--- config.mk ---
export PLATFORM = sky130hd
export DESIGN_NAME = opStatusReporter
export DESIGN_NICKNAME = d
export VERILOG_FILES = /design/src/rtl/opStatusPkg.sv /design/src/rtl/statusCtrl.sv /design/src/rtl/statusPath.sv /design/src/rtl/opStatusReporter.sv
export SDC_FILE = /design/constraint.sdc
export NUM_CORES = 1
export LEC_CHECK = 0
export CORE_MARGIN = 5
export CORE_UTILIZATION = 33
export DETAILED_ROUTE_END_ITERATION = 12
export PLACE_DENSITY = 0.76
export SLEW_MARGIN = 20
export SYNTH_ARGS = -nofsm -noshare
export SYNTH_HDL_FRONTEND = slang
export SYNTH_SLANG_ARGS = --single-unit
--- constraint.sdc ---
create_clock -name clk -period 2.11 [get_ports clk]
set_clock_uncertainty 0.1 [all_clocks]
set_input_delay 0.422 -clock clk [delete_from_list [all_inputs] [get_ports clk]]
set_output_delay 0.422 -clock clk [all_outputs]
set_load 0.05 [all_outputs]
--- src/rtl/opStatusPkg.sv ---
package opStatusPkg;

  typedef enum logic [2:0] {
    ST_IDLE     = 3'd0,
    ST_PROG     = 3'd1,
    ST_ERASEWIN = 3'd2,
    ST_ERASE    = 3'd3,
    ST_SUSPRD   = 3'd4,
    ST_SUSPPROG = 3'd5
  } opState_e;

  typedef struct packed {
    logic showStatus;
    logic busy;
    logic tog6;
    logic tog2;
    logic tog2Sel;
  } ctrlFlags_t;

endpackage

--- src/rtl/statusCtrl.sv ---
module statusCtrl
  import opStatusPkg::*;
#(
  parameter int NUM_SECTORS = 16,
  parameter int PROT_CYCLES = 100,
  localparam int SECT_W = $clog2(NUM_SECTORS),
  localparam int CNT_W = $clog2(PROT_CYCLES + 1)
) (
  input  logic                   clk,
  input  logic                   rstN,
  input  logic                   rdStrobe,
  input  logic [SECT_W-1:0]      rdSector,
  input  logic                   rdProgAddr,
  input  opState_e               state,
  input  logic                   progProt,
  input  logic [NUM_SECTORS-1:0] eraseMask,
  output ctrlFlags_t             flags
);

  logic strobeQ;
  logic tog6Q, tog2Q;
  logic [CNT_W-1:0] protCnt;
  logic rdEdge, secSel, protLive, progShown, run6, run2, t2Sel;

  assign rdEdge    = rdStrobe && !strobeQ;
  assign secSel    = eraseMask[rdSector];
  assign protLive  = (protCnt < CNT_W'(PROT_CYCLES));
  assign progShown = (state == ST_PROG) && (!progProt || protLive);
  assign t2Sel     = secSel && !((state == ST_SUSPPROG) && rdProgAddr);

  always_comb begin
    run6 = progShown || (state == ST_ERASEWIN) || (state == ST_ERASE) ||
           (state == ST_SUSPPROG);
    run2 = t2Sel && ((state == ST_ERASEWIN) || (state == ST_ERASE) ||
                     (state == ST_SUSPRD) || (state == ST_SUSPPROG));
  end

  always_ff @(posedge clk or negedge rstN) begin
    if (!rstN) begin
      strobeQ <= 1'b0;
      tog6Q   <= 1'b0;
      tog2Q   <= 1'b0;
      protCnt <= '0;
    end else begin
      strobeQ <= rdStrobe;
      if (state == ST_IDLE) begin
        tog6Q   <= 1'b0;
        tog2Q   <= 1'b0;
        protCnt <= '0;
      end else begin
        if (rdEdge && run6) tog6Q <= !tog6Q;
        if (rdEdge && run2) tog2Q <= !tog2Q;
        if ((state == ST_PROG) && progProt && protLive) protCnt <= protCnt + 1'b1;
      end
    end
  end

  always_comb begin
    flags.tog6       = tog6Q;
    flags.tog2       = tog2Q;
    flags.tog2Sel    = t2Sel;
    flags.busy       = run6;
    flags.showStatus = run6 || ((state == ST_SUSPRD) && secSel);
  end

  // a read edge in an active state inverts the bit6 toggle
  assert_tog6_flip_R4: assert property (@(posedge clk) disable iff (!rstN)
    (rdEdge && run6 && state != ST_IDLE) |=> (tog6Q != $past(tog6Q)));

  // without a read edge an active state keeps bit6
  assert_tog6_hold_R4: assert property (@(posedge clk) disable iff (!rstN)
    (!rdEdge && state != ST_IDLE) |=> $stable(tog6Q));

  // bit2 only moves on a read edge
  assert_tog2_hold_R6: assert property (@(posedge clk) disable iff (!rstN)
    (!rdEdge && state != ST_IDLE) |=> $stable(tog2Q));

  // the protected-program counter stops at its limit
  assert_prot_bound_R9: assert property (@(posedge clk) disable iff (!rstN)
    protCnt <= CNT_W'(PROT_CYCLES));

endmodule

--- src/rtl/statusPath.sv ---
module statusPath
  import opStatusPkg::*;
(
  input  opState_e   state,
  input  ctrlFlags_t flags,
  input  logic       opFail,
  input  logic [7:0] progData,
  input  logic [7:0] arrayData,
  output logic [7:0] rdData,
  output logic       busyN
);

  logic bit2;

  assign bit2  = flags.tog2Sel ? flags.tog2 : 1'b1;
  assign busyN = !flags.busy;

  always_comb begin
    rdData = arrayData;
    if (flags.showStatus) begin
      unique case (state)
        ST_PROG:     rdData = {!progData[7], flags.tog6, opFail, 1'b0, 1'b0, 1'b1, 2'b00};
        ST_ERASEWIN: rdData = {1'b0, flags.tog6, opFail, 1'b0, 1'b0, bit2, 2'b00};
        ST_ERASE:    rdData = {1'b0, flags.tog6, opFail, 1'b0, 1'b1, bit2, 2'b00};
        ST_SUSPRD:   rdData = {1'b1, 1'b1, 1'b0, 1'b0, 1'b0, bit2, 2'b00};
        ST_SUSPPROG: rdData = {!progData[7], flags.tog6, opFail, 1'b0, 1'b0, bit2, 2'b00};
        default:     rdData = arrayData;
      endcase
    end
  end

  // idle passes array data and reports ready
  always_comb begin
    if (state == ST_IDLE) begin
      assert_idle_pass_R1: assert (rdData == arrayData && busyN);
    end
  end

  // erase states report bit7 low and busy
  always_comb begin
    if (state == ST_ERASE || state == ST_ERASEWIN) begin
      assert_erase_bit7_R3: assert (rdData[7] == 1'b0 && !busyN);
    end
  end

endmodule

--- src/rtl/opStatusReporter.sv ---
module opStatusReporter
  import opStatusPkg::*;
#(
  parameter int NUM_SECTORS = 16,
  parameter int PROT_CYCLES = 100,
  localparam int SECT_W = $clog2(NUM_SECTORS)
) (
  input  logic                   clk,
  input  logic                   rstN,
  input  logic                   rdStrobe,
  input  logic [SECT_W-1:0]      rdSector,
  input  logic                   rdProgAddr,
  input  logic [2:0]             opState,
  input  logic                   opFail,
  input  logic                   progProt,
  input  logic [7:0]             progData,
  input  logic [NUM_SECTORS-1:0] eraseMask,
  input  logic [7:0]             arrayData,
  output logic [7:0]             rdData,
  output logic                   busyN
);

  opState_e   state;
  ctrlFlags_t flags;

  assign state = opState_e'(opState);

  statusCtrl #(.NUM_SECTORS(NUM_SECTORS), .PROT_CYCLES(PROT_CYCLES)) uCtrl (
    .clk(clk), .rstN(rstN), .rdStrobe(rdStrobe), .rdSector(rdSector),
    .rdProgAddr(rdProgAddr), .state(state), .progProt(progProt),
    .eraseMask(eraseMask), .flags(flags)
  );

  statusPath uPath (
    .state(state), .flags(flags), .opFail(opFail), .progData(progData),
    .arrayData(arrayData), .rdData(rdData), .busyN(busyN)
  );

  // suspended reads outside the selected sectors see array data and ready
  assert_susp_other_R7: assert property (@(posedge clk) disable iff (!rstN)
    (opState == 3'd4 && !eraseMask[rdSector]) |-> (rdData == arrayData && busyN));

  // suspend-program read at the programmed address shows bit2 high
  assert_suspprog_bit2_R8: assert property (@(posedge clk) disable iff (!rstN)
    (opState == 3'd5 && rdProgAddr) |-> (rdData[2] && !busyN));

endmodule

Yosys cells after proc, flatten, opt, wreduce, memory -nomap -nowiden
Cells that the tools add are included.
{"block": "classes", "add_sub_neg": 1, "muxes": 11, "eq_ne": 5, "magnitude_cmp": 2, "n_reduce_logical": 29}
{"operator": "8-bit case mux with 5 select lines", "count": 1}
{"operator": "7-bit two-way mux", "count": 2}
{"operator": "1-bit logical AND", "count": 10}
{"operator": "1-bit logical OR", "count": 8}
{"operator": "8-bit two-way mux", "count": 1}
{"operator": "7-bit by 1-bit adder with 7-bit output (second input constant)", "count": 1}
{"operator": "1-bit logical NOT", "count": 7}
{"operator": "7-bit less-than comparator (second input constant)", "count": 1}
{"operator": "3-bit by 2-bit == test with 1-bit output (second input constant)", "count": 2}
{"operator": "3-bit == test (second input constant)", "count": 2}
{"operator": "1-bit two-way mux", "count": 6}
{"operator": "2-bit nonzero test", "count": 3}
{"operator": "4-bit by 5-bit less-than comparator with 1-bit output (second input constant)", "count": 1}
{"operator": "1-bit binary-select mux with 4-bit select", "count": 1}
{"operator": "3-bit by 1-bit == test with 1-bit output (second input constant)", "count": 1}
{"operator": "3-bit logical NOT", "count": 1}
{"block": "word_totals", "input_bits": 45, "regBits": 10, "elab_cells": 52, "output_inout_bits": 9}

Logic depth before layout (Yosys ltp)
{"block": "depth", "word_depth": 9, "depth_mapped": 6, "ltp_nobuf": 5}

By module
Synthesis repeated with hierarchy kept, for this count alone.
{"block": "unflattened", "hier_cells": 115, "hier_area_um2": 1004.7}
{"module": "statusCtrl", "cells_per_inst": 80, "seq_area_each_um2": 250.2, "area_each_um2": 757.0, "instances": 1}
{"module": "statusPath", "cells_per_inst": 35, "seq_area_each_um2": 0.0, "area_each_um2": 247.7, "instances": 1}

Worst setup path before layout
OpenSTA, ideal clock, no wires.
{"block": "synth_path", "kind": "input port to output port", "startpoint": "input port opState[2]", "endpoint": "output port rdData[6]", "required_ns": 1.588, "n_path_buf": 1, "stages": 5, "path_slack_ns": -0.916, "arrival_time_ns": 2.504, "path_cell_list": "nand2b_1 o311ai_1 clkbuf_1 nor3_1 a31oi_1"}
{"block": "synth_via", "elab_chain_len": 7, "word_cells_on_any_way": 13, "classes_between": "eq/ne: 5; mux: 2; reduce/logical: 6"}
{"item": "start, declared", "line": "opStatusReporter.sv:13", "source": "input logic [2:0] opState,"}
{"item": "3-bit by 1-bit == test with 1-bit output", "line": "statusCtrl.sv:28, statusPath.sv:21"}
{"item": "1-bit logical AND", "line": "statusCtrl.sv:28", "source": "assign progShown = (state == ST_PROG) && (!progProt || protLive);"}
{"item": "1-bit logical OR (3 in a row)", "line": "statusCtrl.sv:32", "source": "run6 = progShown || (state == ST_ERASEWIN) || (state == ST_ERASE) ||"}
{"item": "1-bit logical OR", "line": "statusCtrl.sv:63", "source": "flags.showStatus = run6 || ((state == ST_SUSPRD) && secSel);"}
{"item": "8-bit two-way mux (*)", "line": "statusPath.sv:20", "source": "if (flags.showStatus) begin"}
{"item": "end, declared", "line": "opStatusReporter.sv:19", "source": "output logic [7:0] rdData,"}
Mark *: on every way between the ends. The rest lies on a longest branch, timed or not.

Final worst setup path
{"block": "layout_path", "startpoint": "input port rdSector[2]", "endpoint": "output port rdData[0]"}
{"block": "layout_via", "elab_chain_len": 5}
{"item": "start, declared", "line": "opStatusReporter.sv:11", "source": "input logic [SECT_W-1:0] rdSector,"}
{"item": "1-bit binary-select mux with 4-bit select", "line": "statusCtrl.sv:26", "source": "assign secSel = eraseMask[rdSector];"}
{"item": "1-bit two-way mux (implied by the code)", "line": "statusCtrl.sv:26"}
{"item": "1-bit logical AND", "line": "statusCtrl.sv:63"}
{"item": "1-bit logical OR", "line": "statusCtrl.sv:63"}
{"item": "8-bit two-way mux", "line": "statusPath.sv:20"}
No other way between the ends. The select of a mux whose other input is x is not followed.

==> flow_summary_export.csv <==
group,metric,value,unit
logic_synthesis,synth_seq_area_share,28.5,%
critical_path,path_class,"primary input to primary output",
logic_synthesis,ys_ff_latch,10,
pwr,switching_share,35.4,%
logic_synthesis,post_synth_most_frequent_cells,"sky130_fd_sc_hd__nor2_1, sky130_fd_sc_hd__dfrtp_1, sky130_fd_sc_hd__mux2i_1",
global_route,grt_max_degree,11,
sta,postLayoutSetupSlackWorst,-0.387,ns
cts,cts_made_buffers,3,
cts,clock_latency_on_the_worst_skew_pair,0.26,ns
logic_synthesis,yosys.area.top_type_share,28.5,%
critical_path,r2r_slack,0.20,ns
critical_path,worstSetupStartpointType,"primary input",
layout,nNetsFinal,229,
cts,h_tree_depth_reported_by_cts,1,
run_status,failed_checks,"negative setup slack",
sta,layout_min_cycle_time,2.50,ns
logic_synthesis,post_synth_num_cell_types,39,
sta,post-route-period-util,118,%
global_route,grt_use_total,20.5,%
logic_synthesis,muxShareOfSynthArea,11.7,%
floorplan,fp.dieArea,3790,um2
pwr,share_seq_of_total_power,29.2,%
critical_path,worstRegToRegCells,8,
critical_path,worst_setup_path_end_kind,"primary output",
critical_path,critPathMaxFanout,4,
worst_hold_path,hold_path.class,"primary input to asynchronous set/reset pin",
place,place.port_buffers,46,
cts,clock_tree.buffer_depth,2,
critical_path,slowest_stage,"sky130_fd_sc_hd__mux4_2",
floorplan,die_x,61.6,um
critical_path,max_stage_delay,0.48,ns
routing,routed_wire_length_per_instance,17.0,um
sta,max_slew.worst_pin.slew,0.439,ns
cts,post_cts_hold_buffer_count,0,
logic_synthesis,synthesis.area,878,um2
logic_synthesis,most_used_standard_cell_by_instance_count_after_synthesis,"sky130_fd_sc_hd__nor2_1",
floorplan,floorplan.initialDensity,34.8,%
logic_synthesis,synth-adder-area-share,1.42,%
pwr,static-leakage-power,0.886,nW
cts,clkSlewWorstSetupHoldPaths,0.06,ns
run,max_cap_violations,0,
layout,antenna_cells_inserted,0,
routing,drc,0,
floorplan,top_level_ports,54,
global_route,grt-ovfl-total,0,
critical_path,worst-endpoint-required,1.59,ns
logic_synthesis,synth_edf_count,0,
routing,routed_wl,3.59,mm
logic_synthesis,synth_top_cells_by_area,"sky130_fd_sc_hd__dfrtp_1, sky130_fd_sc_hd__mux2i_1, sky130_fd_sc_hd__nor2_1",
layout,layout-drive-gt1-share,44.8,%
logic_synthesis,synth_xor_xnor_area_share,5.98,%
sta,slew_viol_final,0,
pwr,power_report.internal_total,0.521,mW
sta,hold_viol_final,0,
logic_synthesis,synth_async_sr_flop_share,100,%
cts,ctsRootBufferMaster,"sky130_fd_sc_hd__clkbuf_4",
routing,drt-initial-drc-count,24,
critical_path,critPathArrivalTime,1.97,ns
global_route,first_global_vias,1213,
logic_synthesis,synth_top_family_by_area,"simple AND/OR/NAND/NOR gates",
pwr,power_frac_clock,15.3,%
pwr,power_density,436,nW/um2
cts,clock_sink_count,10,
place,finalWeightedCongestion,0.811,
pwr,total_power,0.807,mW
logic_synthesis,postSynthNetCount,142,
routing,dr_total_vias,1092,
logic_synthesis,synth_top_cell_by_area,"sky130_fd_sc_hd__dfrtp_1",
place,place.detailed.hpwl,2.33,mm
pwr,vdd_drop_max,0.440,mV
layout,final_util,73.3,%
run_status,outcome,"finished with violations",
pwr,p_sw,0.285,mW
pwr,combPwrFrac,55.6,%
floorplan,floorplan.rows,18,
sta,setup_viol_count_final,9,
critical_path,critical_path_cell_by_cell,"buf_8 -> mux4_2 -> nand2b_4 -> and3_4 -> o21ai_4 -> buf_6 -> and3_4 -> buf_12",
logic_synthesis,synth.avg_cell_area,9.15,um2
global_route,grt_antenna_before_repair,0,
layout,area_delta_synth_final,111,%
routing,via_per_inst,5.18,
logic_synthesis,synth-simple-area-share,26.6,%
critical_path,r2r-end,"uCtrl.tog6Q",
logic_synthesis,synth_compound_area_share,19.5,%
sta,rsz0062_at_grt,"yes",
sta,maxClockFrequency,0.401,GHz
floorplan,dieHeight,61.6,um
critical_path,regToRegStartpoint,"uCtrl.protCnt[3]",
routing,final_antenna_net_count,0,
sta,timing.max_slew.rel_slack,70.7,%
logic_synthesis,gate_count_after_technology_mapping,96,
logic_synthesis,synthesis.yosys.warnings,0,
floorplan,core_area,2520,um2
global_route,grt_pass1_wl,5.66,mm
cts,tritoncts,"yes",
critical_path,critical_path.most_common_cell,"sky130_fd_sc_hd__and3_4",
routing,detail_route.first_pass.iterations,4,
logic_synthesis,synthFlopType,"sky130_fd_sc_hd__dfrtp_1",
## power groups by stage
| stage | Sequential (mW) | Combinational (mW) | Clock (mW) |
|---|---|---|---|
| 5_1_grt | 0.240 | 0.472 | 0.143 |
| 2_1_floorplan | 0.231 | 0.193 | 0 |
| 3_3_place_gp | 0.234 | 0.388 | 0 |
| 4_1_cts | 0.235 | 0.437 | 0.129 |
| 3_5_place_dp | 0.236 | 0.397 | 0 |
| 6_report | 0.235 | 0.448 | 0.123 |
## critical path, delay by kind of cell
kind | cells | cell delay, ns
simple gates | 3 | 0.50
mux | 1 | 0.48
compound gates | 1 | 0.21
buf+inv | 3 | 0.36
## state kept, by name, indices dropped and copies added, names as in the netlist
| signal | count |
|---|---|
| uCtrl.tog2Q | 1 |
| uCtrl.protCnt | 7 |
| uCtrl.tog6Q | 1 |
| uCtrl.strobeQ | 1 |
## routing by layer
metal	global-route usage, %	up-vias	part of all wire, %
met3	2.94	12	5.2
li1	-	521	-
met4	10.3	0	3.5
met5	0	-	0
met1	20.7	519	37
met2	40.1	40	54
## cell families after synthesis
family,count (synthesis)
AND/OR/NAND/NOR,39
AO/OA/AOI/OAI,21
buffers and inverters,10
flip-flops,10
multiplexers,9
XOR/XNOR,6
adder cells (fa/ha/maj),1
## layout by cell type, fill, tap and decap left out, types with 2 or more instances in the layout
master	Yosys	final
sky130_fd_sc_hd__buf_4	0	34
sky130_fd_sc_hd__clkdlybuf4s50_1	0	16
sky130_fd_sc_hd__dlygate4sd2_1	0	14
sky130_fd_sc_hd__nor2_1	11	11
sky130_fd_sc_hd__dfrtp_1	10	10
sky130_fd_sc_hd__mux2i_1	8	8
sky130_fd_sc_hd__buf_12	0	8
sky130_fd_sc_hd__inv_1	7	7
sky130_fd_sc_hd__nand2_1	6	6
sky130_fd_sc_hd__buf_6	1	6
sky130_fd_sc_hd__buf_2	0	5
sky130_fd_sc_hd__a21oi_1	4	4
sky130_fd_sc_hd__and3_4	1	4
sky130_fd_sc_hd__xor2_1	4	4
sky130_fd_sc_hd__clkbuf_4	0	3
sky130_fd_sc_hd__o311ai_4	0	2
sky130_fd_sc_hd__nand2b_4	0	2
sky130_fd_sc_hd__nor2b_1	2	2
sky130_fd_sc_hd__a32oi_1	3	2
sky130_fd_sc_hd__nor3_2	0	2
sky130_fd_sc_hd__or2_1	1	2
sky130_fd_sc_hd__o21ai_0	2	2
sky130_fd_sc_hd__a31oi_1	4	2
sky130_fd_sc_hd__xnor2_1	2	2
## metrics by stage
step / setup WS, ns / cell area (um2) / hold slack [ns] / instances / setup TNS [ns]
final: -0.387 / 1850 / 0.370 / 211 / -2.77
after global routing: -0.417 / 1850 / 0.389 / 211 / -3.05
after CTS: -0.347 / 1840 / 0.382 / 210 / -2.54
after detailed placement: -0.842 / 1660 / 0.408 / 194 / -7.23
after global placement: -0.813 / 1660 / 0.386 / 194 / -6.92
after floorplan: -0.477 / 932 / 0.0264 / 96 / -2.75
## final cells by class
| class | instances | area (um2) |
|---|---|---|
| Inverter | 7 | 26.3 |
| Multi-Input combinational cell | 76 | 702 |
| Timing Repair Buffer | 85 | 811 |
| Clock buffer | 3 | 22.5 |
| Sequential cell | 10 | 250 |
| Tap cell | 30 | 37.5 |
| Fill cell | 175 | 673 |
## worst max path at each step
| stage | start | end | slack [ns] | depth (start not counted) |
|---|---|---|---|---|
| after detailed placement | rdSector[2] | rdData[3] | -0.84 | 7 |
| after global routing | rdSector[2] | rdData[0] | -0.42 | 8 |
| after CTS | rdSector[2] | rdData[0] | -0.35 | 8 |
| after global placement | rdSector[2] | rdData[3] | -0.81 | 7 |
| final | rdSector[2] | rdData[0] | -0.39 | 8 |
| after floorplan | rdSector[2] | rdData[3] | -0.48 | 6 |
## repair_timing
action / 4_1_cts / 5_1_grt
gates resized for setup: 54 / 6
pin swaps: 10 / 5
buffers inserted: 12 / 2
cloned: 1 / 0
endpoints found under the setup margin: 10 / 9
Note: power is estimated with default switching activity, not from simulation.
